<file path="src/rtl/ssp_pkg.sv">
package ssp_pkg;
  // Strobes the control path issues to the datapath each system clock
  typedef struct packed {
    logic loadLo;   // take wrData into the low nibble
    logic loadHi;   // take wrData into the high nibble
    logic start;    // a transfer begins: present the first bit
    logic sample;   // shift sin into the byte
    logic advance;  // rising serial edge: move sout to the next bit
  } sspStrobe_t;
endpackage

</file>
<file path="src/rtl/ssp_ctrl.sv">
module ssp_ctrl
  import ssp_pkg::*;
#(
  parameter int BITS     = 8,
  parameter int DIV_HALF = 4
) (
  input  logic       clk,
  input  logic       rstN,
  input  logic       loWr,
  input  logic       hiWr,
  input  logic       trigWr,
  input  logic       maskWr,
  input  logic       maskData,
  input  logic       flagClrWr,
  input  logic       cfgMaster,
  input  logic       cfgRiseEdge,
  input  logic       cfgClkInvert,
  input  logic       sclkIn,
  output sspStrobe_t strb,
  output logic       sclkOut,
  output logic       sclkOe,
  output logic       readyOut,
  output logic       irqFlag,
  output logic       irqReq
);
  localparam int CNT_W = (BITS > 2) ? $clog2(BITS) : 1;
  localparam int DIV_W = $clog2(DIV_HALF + 1);
  localparam logic [CNT_W-1:0] LAST_BIT = CNT_W'(BITS - 1);
  localparam logic [DIV_W-1:0] DIV_LAST = DIV_W'(DIV_HALF - 1);

  logic             busyQ;
  logic [CNT_W-1:0] bitCnt;
  logic [DIV_W-1:0] divCnt;
  logic             intClk;
  logic             syncA, syncB, lvlPrev;
  logic             flagQ, maskQ;

  logic lvlNow, toggle, riseEv, fallEv, doneEv, startOk;

  // master clock generation and slave edge detection
  always_comb begin
    toggle  = cfgMaster && busyQ && (divCnt == DIV_LAST);
    lvlNow  = syncB ^ cfgClkInvert;
    riseEv  = (toggle && !intClk) ||
              (!cfgMaster && busyQ && lvlNow && !lvlPrev);
    fallEv  = (toggle && intClk) ||
              (!cfgMaster && busyQ && !lvlNow && lvlPrev);
    doneEv  = riseEv && (bitCnt == LAST_BIT);
    startOk = trigWr && !busyQ;
  end

  always_comb begin
    strb.loadLo  = loWr && !busyQ;
    strb.loadHi  = hiWr && !busyQ;
    strb.start   = startOk;
    strb.sample  = cfgRiseEdge ? riseEv : fallEv;
    strb.advance = riseEv;
  end

  always_ff @(posedge clk or negedge rstN) begin
    if (!rstN) begin
      syncA   <= 1'b0;
      syncB   <= 1'b0;
      lvlPrev <= 1'b0;
    end else begin
      syncA   <= sclkIn;
      syncB   <= syncA;
      lvlPrev <= lvlNow;
    end
  end

  always_ff @(posedge clk or negedge rstN) begin
    if (!rstN) begin
      busyQ  <= 1'b0;
      bitCnt <= '0;
      divCnt <= '0;
      intClk <= 1'b1;
    end else if (startOk) begin
      busyQ  <= 1'b1;
      bitCnt <= '0;
      divCnt <= '0;
      intClk <= 1'b1;
    end else if (busyQ) begin
      if (cfgMaster) begin
        divCnt <= toggle ? '0 : divCnt + 1'b1;
        if (toggle) intClk <= ~intClk;
      end
      if (riseEv) bitCnt <= bitCnt + 1'b1;
      if (doneEv) busyQ <= 1'b0;
    end
  end

  always_ff @(posedge clk or negedge rstN) begin
    if (!rstN) begin
      flagQ <= 1'b0;
      maskQ <= 1'b0;
    end else begin
      if (maskWr) maskQ <= maskData;
      if (doneEv) flagQ <= 1'b1;
      else if (flagClrWr) flagQ <= 1'b0;
    end
  end

  assign sclkOut  = intClk ^ cfgClkInvert;
  assign sclkOe   = cfgMaster;
  assign readyOut = busyQ;
  assign irqFlag  = flagQ;
  assign irqReq   = flagQ & maskQ;


  idle_cnt_chk: assert property (@(posedge clk) disable iff (!rstN)
    !busyQ |-> (bitCnt == '0));


  idle_clk_chk: assert property (@(posedge clk) disable iff (!rstN)
    !busyQ |-> intClk);


  flag_src_chk: assert property (@(posedge clk) disable iff (!rstN)
    $rose(flagQ) |-> ($past(busyQ) && !busyQ));


  ready_done_chk: assert property (@(posedge clk) disable iff (!rstN)
    $fell(busyQ) |-> flagQ);
endmodule

</file>
<file path="src/rtl/ssp_data.sv">
module ssp_data
  import ssp_pkg::*;
#(
  parameter int BITS      = 8,
  parameter bit MSB_FIRST = 1'b0
) (
  input  logic              clk,
  input  logic              rstN,
  input  sspStrobe_t        strb,
  input  logic [BITS/2-1:0] wrData,
  input  logic              sin,
  output logic [BITS-1:0]   shReg,
  output logic              sout
);
  localparam int NIB = BITS / 2;

  logic [BITS-1:0] shNext;
  logic            headCur, headNext;
  logic            txBit;

  generate
    if (MSB_FIRST) begin : g_msb
      assign shNext   = {shReg[BITS-2:0], sin};
      assign headCur  = shReg[BITS-1];
      assign headNext = shNext[BITS-1];
    end else begin : g_lsb
      assign shNext   = {sin, shReg[BITS-1:1]};
      assign headCur  = shReg[0];
      assign headNext = shNext[0];
    end
  endgenerate

  always_ff @(posedge clk or negedge rstN) begin
    if (!rstN) begin
      shReg <= '0;
    end else if (strb.sample) begin
      shReg <= shNext;
    end else begin
      if (strb.loadLo) shReg[NIB-1:0]    <= wrData;
      if (strb.loadHi) shReg[BITS-1:NIB] <= wrData;
    end
  end

  always_ff @(posedge clk or negedge rstN) begin
    if (!rstN) txBit <= 1'b0;
    else if (strb.start) txBit <= headCur;
    else if (strb.advance) txBit <= strb.sample ? headNext : headCur;
  end

  assign sout = txBit;


  tx_hold_chk: assert property (@(posedge clk) disable iff (!rstN)
    !(strb.start || strb.advance) |=> $stable(txBit));
endmodule

</file>
<file path="src/rtl/sync_serial_port.sv">
module sync_serial_port
  import ssp_pkg::*;
#(
  parameter int BITS      = 8,
  parameter int DIV_HALF  = 4,
  parameter bit MSB_FIRST = 1'b0
) (
  input  logic              clk,
  input  logic              rstN,
  input  logic [BITS/2-1:0] wrData,
  input  logic              loWr,
  input  logic              hiWr,
  input  logic              trigWr,
  input  logic              maskWr,
  input  logic              maskData,
  input  logic              flagClrWr,
  input  logic              cfgMaster,
  input  logic              cfgRiseEdge,
  input  logic              cfgClkInvert,
  input  logic              sclkIn,
  input  logic              sin,
  output logic              sclkOut,
  output logic              sclkOe,
  output logic              sout,
  output logic              readyOut,
  output logic              irqFlag,
  output logic              irqReq,
  output logic [BITS/2-1:0] rdLo,
  output logic [BITS/2-1:0] rdHi
);
  localparam int NIB = BITS / 2;

  sspStrobe_t      strb;
  logic [BITS-1:0] shReg;

  ssp_ctrl #(.BITS(BITS), .DIV_HALF(DIV_HALF)) i_ctrl (
    .clk(clk), .rstN(rstN), .loWr(loWr), .hiWr(hiWr), .trigWr(trigWr),
    .maskWr(maskWr), .maskData(maskData), .flagClrWr(flagClrWr),
    .cfgMaster(cfgMaster), .cfgRiseEdge(cfgRiseEdge),
    .cfgClkInvert(cfgClkInvert), .sclkIn(sclkIn), .strb(strb),
    .sclkOut(sclkOut), .sclkOe(sclkOe), .readyOut(readyOut),
    .irqFlag(irqFlag), .irqReq(irqReq)
  );

  ssp_data #(.BITS(BITS), .MSB_FIRST(MSB_FIRST)) i_data (
    .clk(clk), .rstN(rstN), .strb(strb), .wrData(wrData), .sin(sin),
    .shReg(shReg), .sout(sout)
  );

  assign rdLo = shReg[NIB-1:0];
  assign rdHi = shReg[BITS-1:NIB];
endmodule

</file>
<file path="config.mk">
export PLATFORM = sky130hd
export DESIGN_NAME = sync_serial_port
export DESIGN_NICKNAME = d
export VERILOG_FILES = /design/src/rtl/ssp_pkg.sv /design/src/rtl/ssp_ctrl.sv /design/src/rtl/ssp_data.sv /design/src/rtl/sync_serial_port.sv
export SDC_FILE = /design/constraint.sdc
export NUM_CORES = 1
export LEC_CHECK = 0
export BUFFER_PORTS_ARGS = -buffer_cell sky130_fd_sc_hd__buf_2
export CAP_MARGIN = 40
export CORE_MARGIN = 5
export CORE_UTILIZATION = 47
export CTS_BUF_LIST = sky130_fd_sc_hd__clkbuf_4 sky130_fd_sc_hd__clkbuf_8 sky130_fd_sc_hd__clkbuf_16
export DETAILED_ROUTE_END_ITERATION = 16
export PLACE_DENSITY = 0.77
export SETUP_SLACK_MARGIN = 0.02
export SYNTH_ARGS = -nofsm -noshare
export SYNTH_HDL_FRONTEND = slang
export SYNTH_SLANG_ARGS = --single-unit
</file>
<file path="constraint.sdc">
create_clock -name clk -period 1.9 [get_ports clk]
set_input_delay 0.19 -clock clk [delete_from_list [all_inputs] [get_ports clk]]
set_output_delay 0.19 -clock clk [all_outputs]
set_load 0.02 [all_outputs]
</file>
==> run metrics, run 1 <==
status=completed; Hold Path Class=in -> reg; Yosys cell types=30; final setup violation count=0; Max Cap Violations=0; fraction of registers with async set/reset=100%; die area=0.00339 mm2; CTS tree=built; Final WS setup=~0.12 ns; Buffers & Inverters on Critical Path=1; GRT Resource Usage Total=approximately 14%; DIE HEIGHT=58.2 um; Core Area=roughly 0.0022 mm2; min Tclk post-route=1.78 ns; slew of the pin with the lowest slew margin=approximately 0.49 ns; max-slew violations=0; PwrDens=approximately 1400 mW/mm2; # rows=17; crit path max-delay cell type=dfrtp_1; Die W=58.2 um; Area contributors post-synth=dfrtp_1, mux2_2, nand2_1, ha_1, dfstp_2; initial antenna violation count=0; cells along the critical path=ha_1, and4b_1, a32oi_1, mux2i_4, buf_12, mux2_2; Hold Startpoint=flagClrWr; gate count of the mapped netlist=90; top flop regs=i_data.shReg: 8 flops, i_ctrl.bitCnt: 3 flops, i_ctrl.divCnt: 3 flops; H-Tree Depth=1; largest net degree at the start of global routing=23; worst endpoint required time=between 2 and 2.5 ns; Vias per Instance=between 5 and 6; Setup WS pre-CTS=approximately 0.11 ns; post-route ant nets=0; area leader, netlist=dfrtp_1; DRT Wirelength=between 2000 and 2500 um; area grow syn2layout=25.8%; share of layout cells above drive strength 1=a little under half; crit path launch type=flip-flop; TritonCTS buffer count=3; clock skew=about 0.0082 ns; ys flop type=dfrtp_1; final setup TNS=0 ns; DP HPWL=about 1600 um; Final period util=between 90% and 100%; vias in the first global route=approximately 800; Wirelength per Cell=between 10 and 15 um; clock sink count=22; final RePlAce weighted congestion=0.717; global-route wire length before repair=about 3600 um; Setup crit start=i_ctrl.divCnt[0]; nature of the critical path endpoint=flip-flop; clk_lat worst skew=0.31 ns; most common cell in the netlist=dfrtp_1; GR peak layer=met2; routed vias=~800; met2 GRT Util=roughly 25%; Fin. Hold Viols=0; WP data arrival=~2.0 ns; fill count=~190; Yosys warning count=0; largest register by flop count=i_data.shReg; mapped cell area=about 0.0011 mm2; nets=146; max reg flops=8; f_max=0.563 GHz; Avg Cell Area, Syn=12.1 um2; Post-synth EDFFs=0; met1 GRT Util=16.1%; post-synthesis net count=110; 1st-iter DRT viols=3; DRC viols=0; number of synthesized register bits=22; clk slew on worst S/H paths=approximately 0.13 ns; antenna fix cells=0; critical path type=reg -> reg; aggregate global routing overflow=0; # IOs=31; CP delay by family, top=flip-flops; post-synth top area share=between 40% and 50%; global-route track usage on met3=1.34%; clock buffer depth=2; Port Buf Inserts=30; First-pass DRT Iterations=2; most frequent cells after synthesis=dfrtp_1, mux2_2, nand2_1; RSZ-0062 raised after global routing=false; register area share after synthesis=about half; normalized max-slew margin=between 60% and 70%; Max stage delay on crit path=roughly 0.42 ns; RR Startpoint=i_ctrl.divCnt[0]; Initial Util=49.4%; worst vdd ir=just over 0.0007 V; P_leak=between 0.6 and 0.7 nW; Worst Path Max Fanout=8; CTS Root Cell=clkbuf_4
-- final timing paths --
| kind | to | slack, ns | cells past startpoint |
|---|---|---|---|
| worst max register to register | i_data.shReg[2] | 0.12 | 6 |
| worst max-delay path | i_data.shReg[2] | 0.12 | 6 |
| worst min register to register | i_ctrl.syncB | 0.38 | 0 |
| max in group asynchronous | i_ctrl.intClk | 1.19 | 2 |
| min in group asynchronous | i_data.sout | 0.36 | 2 |
| worst min-delay path | i_ctrl.irqFlag | 0.07 | 2 |
-- layout by cell type (no fill, tap or decap), types with 2 or more instances in the layout --
cell           synthesis  final
buf_2                  0     30
buf_4                  1      2
clkbuf_4               0      3
dfrtp_1               21     21
dlygate4sd3_1          0      2
ha_1                   3      3
inv_1                  3      3
mux2_2                18     18
nand2_1               11     11
nand2b_1               4      4
nand3_1                2      2
o21ai_0                3      3
-- power by group --
group / internal, mW / switching (mW)
registers: 0.642 / 0.124
logic: 0.381 / 0.372
clock network: 0.213 / 0.140
-- area by class of cell --
cell class                 count  area, um2  area share [%]
tap                           28       35.0            2.55
clock inverter                 1       30.0            2.19
clock buffer                   3       22.5            1.64
timing repair buffer          35        205            14.9
multi-input combinational     61        518            37.7
sequential                    22        552            40.2
inverter                       3       11.3           0.820
-- kinds of logic after synthesis --
logic type / synth area share (%)
simple gates: 10.9
mux: 21.5
flops: 50.5
xor+xnor: 2.41
fa+ha+maj: 3.44
buf+inv: 2.75
compound gates: 8.48
-- layer usage --
metal / vias up / wire length, um
li1: 394 / -
met1: 386 / 848
met2: 12 / 1160
met3: 4 / 70
met4: 0 / 40
met5: - / 0
-- stage by stage --
stage | power, mW | hold slack [ns] | utilization, % | area [um2] | instances
floorplan | 1.29 | -0.106 | - | 1090 | 90
global placement | 1.48 | 0.174 | 57.6 | 1270 | 146
detailed placement | 1.52 | 0.183 | 57.6 | 1270 | 146
CTS | 1.88 | 0.0597 | 60.9 | 1350 | 152
global route | 2.01 | 0.0645 | 62.1 | 1370 | 153
finish | 1.87 | 0.0733 | 62.1 | 1370 | 153
-- what timing repair did --
| item | CTS | global route |
|---|---|---|
| setup endpoints to repair | 0 | 8 |
| endpoints found under the hold margin | 22 | 0 |
| resized for setup | 0 | 1 |
| buffers inserted | 0 | 1 |
| hold buffers | 2 | 0 |
Power figures use the tool's default switching activity.
==> inputs of run 2 (changes only) <==
--- a/config.mk
+++ b/config.mk
@@ -11,6 +11,7 @@
 export CORE_UTILIZATION = 47
 export CTS_BUF_LIST = sky130_fd_sc_hd__clkbuf_4 sky130_fd_sc_hd__clkbuf_8 sky130_fd_sc_hd__clkbuf_16
 export DETAILED_ROUTE_END_ITERATION = 16
+export GPL_TIMING_DRIVEN = 0
 export PLACE_DENSITY = 0.77
 export SETUP_SLACK_MARGIN = 0.02
 export SYNTH_ARGS = -nofsm -noshare
==> run 2 against run 1 <==
Power decreased by 5.8%. Critical path depth decreased by 1. Cell area decreased by 1.5%. Via count decreased by 0.75%. Clock-buffer cell count increased by 1. Maximum frequency increased by 0.11%. Sequential share of layout area increased by 0.63 points. Worst hold slack got worse by 0.012 ns. First-iteration DRC count increased to 5.3 times the previous value. Utilization decreased by 0.96 points.
==> run metrics, run 2 (same netlist as run 1, synthesis figures left out) <==
status=completed; routed vias=790 (-0.75%); global-route track usage on met3=3.12% (+1.8 points); clock buffer depth=2 (unchanged); # IOs=31 (unchanged); vias in the first global route=795 (-1.1%); crit path max-delay cell type=dfrtp_1; met1 GRT Util=16.9% (+0.88 points); WP data arrival=1.98 ns (about the same); Initial Util=49.4% (unchanged); GR peak layer=met2; aggregate global routing overflow=0 (unchanged); Flop pwr share=42.2% (+1.3 points); antenna fix cells=0 (unchanged); die area=0.00339 mm2 (unchanged); largest register by flop count=i_data.shReg; clk slew on worst S/H paths=0.12 ns (about the same); Max stage delay on crit path=0.38 ns (-0.04 ns); P_int=1.13 mW (-8.8%); H-Tree Depth=1 (unchanged); Clock power frac=14.5% (-4.4 points); worst endpoint required time=2.11 ns (about the same); P_sw=0.637 mW (about the same); Hold Path Class=in -> reg; initial antenna violation count=0 (unchanged); nets=148 (+1.4%); Setup WS pre-CTS=-0.0784 ns (-0.193 ns); First-pass DRT Iterations=4 (+2); min Tclk post-route=1.77 ns (-0.00191 ns); commonest non-fill, non-tap cells in the layout=buf_2, dfrtp_1, mux2_2; final RePlAce weighted congestion=0.721 (+0.50%); clock skew=0.00926 ns (+0.00110 ns); Final WS setup=0.125 ns (+0.00191 ns); share of layout cells above drive strength 1=46.5% (-0.74 points); worst vdd ir=0.000649 V (-9.9%); Fin. Hold Viols=0 (unchanged); clk_lat worst skew=0.31 ns (about the same); DRC viols=0 (unchanged); PwrDens=1300 mW/mm2 (-4.3%); clock sink count=22 (unchanged); max-slew violations=0 (unchanged); GRT Resource Usage Total=14.3% (+0.35 points); Buffers & Inverters on Critical Path=1 (unchanged); cells along the critical path=clkbuf_4, nand4b_1, o32a_1, mux2i_4, mux2_2; slew of the pin with the lowest slew margin=0.580 ns (+0.0884 ns); # rows=17 (unchanged); CP delay by family, top=multiplexers; Vias per Instance=5.10 (-2.0%); Die W=58.2 um (unchanged); DRT Wirelength=2060 um (-2.4%); area grow syn2layout=23.8%; Worst Path Max Fanout=10 (+2); DIE HEIGHT=58.2 um (unchanged); switching share of power=36.1% (+2.1 points); 1st-iter DRT viols=16 (+13); top flop regs=i_data.shReg: 8 flops, i_ctrl.bitCnt: 3 flops, i_ctrl.divCnt: 3 flops; fill count=204 (+9.7%); global-route wire length before repair=3660 um (+2.3%); crit path launch type=flip-flop; Comb power frac=43.3% (+3.1 points); post-route ant nets=0 (unchanged); DP HPWL=1590 um (-0.58%); max reg flops=8 (unchanged); final setup violation count=0 (unchanged); RSZ-0062 raised after global routing=false; Max Cap Violations=0 (unchanged); Port Buf Inserts=30 (unchanged); CTS Root Cell=clkbuf_4; critical path type=reg -> reg; CTS tree=built; met2 GRT Util=23.9% (-1.6 points); area of the multi-input gates=518 um2 (unchanged); nature of the critical path endpoint=flip-flop; TritonCTS buffer count=3 (unchanged); largest net degree at the start of global routing=23 (unchanged); Final period util=93.4% (-0.10 points); P_leak=0.646 nW (-1.4%); Final Util=61.1% (-0.96 points); Wirelength per Cell=13.3 um (-3.7%); Register Area=552 um2 (unchanged); most common cell after layout, fill and taps aside=buf_2; Core Area=0.00221 mm2 (unchanged); f_max=0.563 GHz (+0.11%); normalized max-slew margin=61.4% (-5.9 points)
## run 2: changes by cell type in the layout (fill, tap and decap cells not counted), sizes merged
cell	change
buf	-1
bufinv	-1
clkbuf	+4
## run 2: metrics by stage
stage	instances	TNS (ns)	power, mW	hold WS, ns	cell area, um2
floorplan	90	0	1.29	-0.106	1090
global placement	148	-0.477	1.48	0.178	1280
detailed placement	148	-0.538	1.52	0.186	1280
CTS	154	0	1.78	0.0611	1340
global route	155	0	1.90	0.0850	1350
finish	155	0	1.76	0.0609	1350
## run 2: cell type report
type | instances | share of cell area (%)
Buffer | 4 | 1.67
Clock buffer | 4 | 2.68
Inverter | 3 | 0.833
Multi-Input combinational cell | 61 | 38.3
Sequential cell | 22 | 40.8
Tap cell | 28 | 2.59
Timing Repair Buffer | 33 | 13.1
## run 2: per-layer routing
layer	vias up	routed length, um	part of all wire, %
met2	13	1070	52
met5	-	0	0
met3	5	88	4.3
met4	0	56	2.7
li1	396	-	-
met1	376	851	41
## run 2: worst register-to-register path: stages (launching register included)
cell and delay, ns:
dfrtp_1 0.38, clkbuf_4 0.20, nand4b_1 0.16, o32a_1 0.26, mux2i_4 0.30, mux2_2 0.38
## run 2: power by group through the flow
stage / logic (mW) / registers (mW) / clock network (mW)
3_5_place_dp: 0.764 / 0.758 / 0
4_1_cts: 0.769 / 0.746 / 0.266
3_3_place_gp: 0.736 / 0.747 / 0
5_1_grt: 0.846 / 0.772 / 0.284
6_report: 0.764 / 0.745 / 0.256
2_1_floorplan: 0.434 / 0.857 / 0
## run 2: final timing paths
check,startpoint,slack [ns],cells past startpoint,endpoint
max in group asynchronous,rstN,1.19,2,i_ctrl.intClk
max,i_ctrl.readyOut,0.13,5,i_data.shReg[6]
max reg2reg,i_ctrl.readyOut,0.13,5,i_data.shReg[6]
min reg2reg,i_ctrl.syncA,0.36,0,i_ctrl.syncB
min in group asynchronous,rstN,0.35,2,i_data.shReg[1]
min,flagClrWr,0.06,2,i_ctrl.irqFlag
## run 2: repair_timing
item / 4_1_cts / 5_1_grt
resized for setup: 1 / 3
pin swaps: 0 / 0
buffers inserted: 0 / 1
hold endpoints to repair: 22 / 0
setup endpoints to repair: 8 / 8
hold buffers: 2 / 0
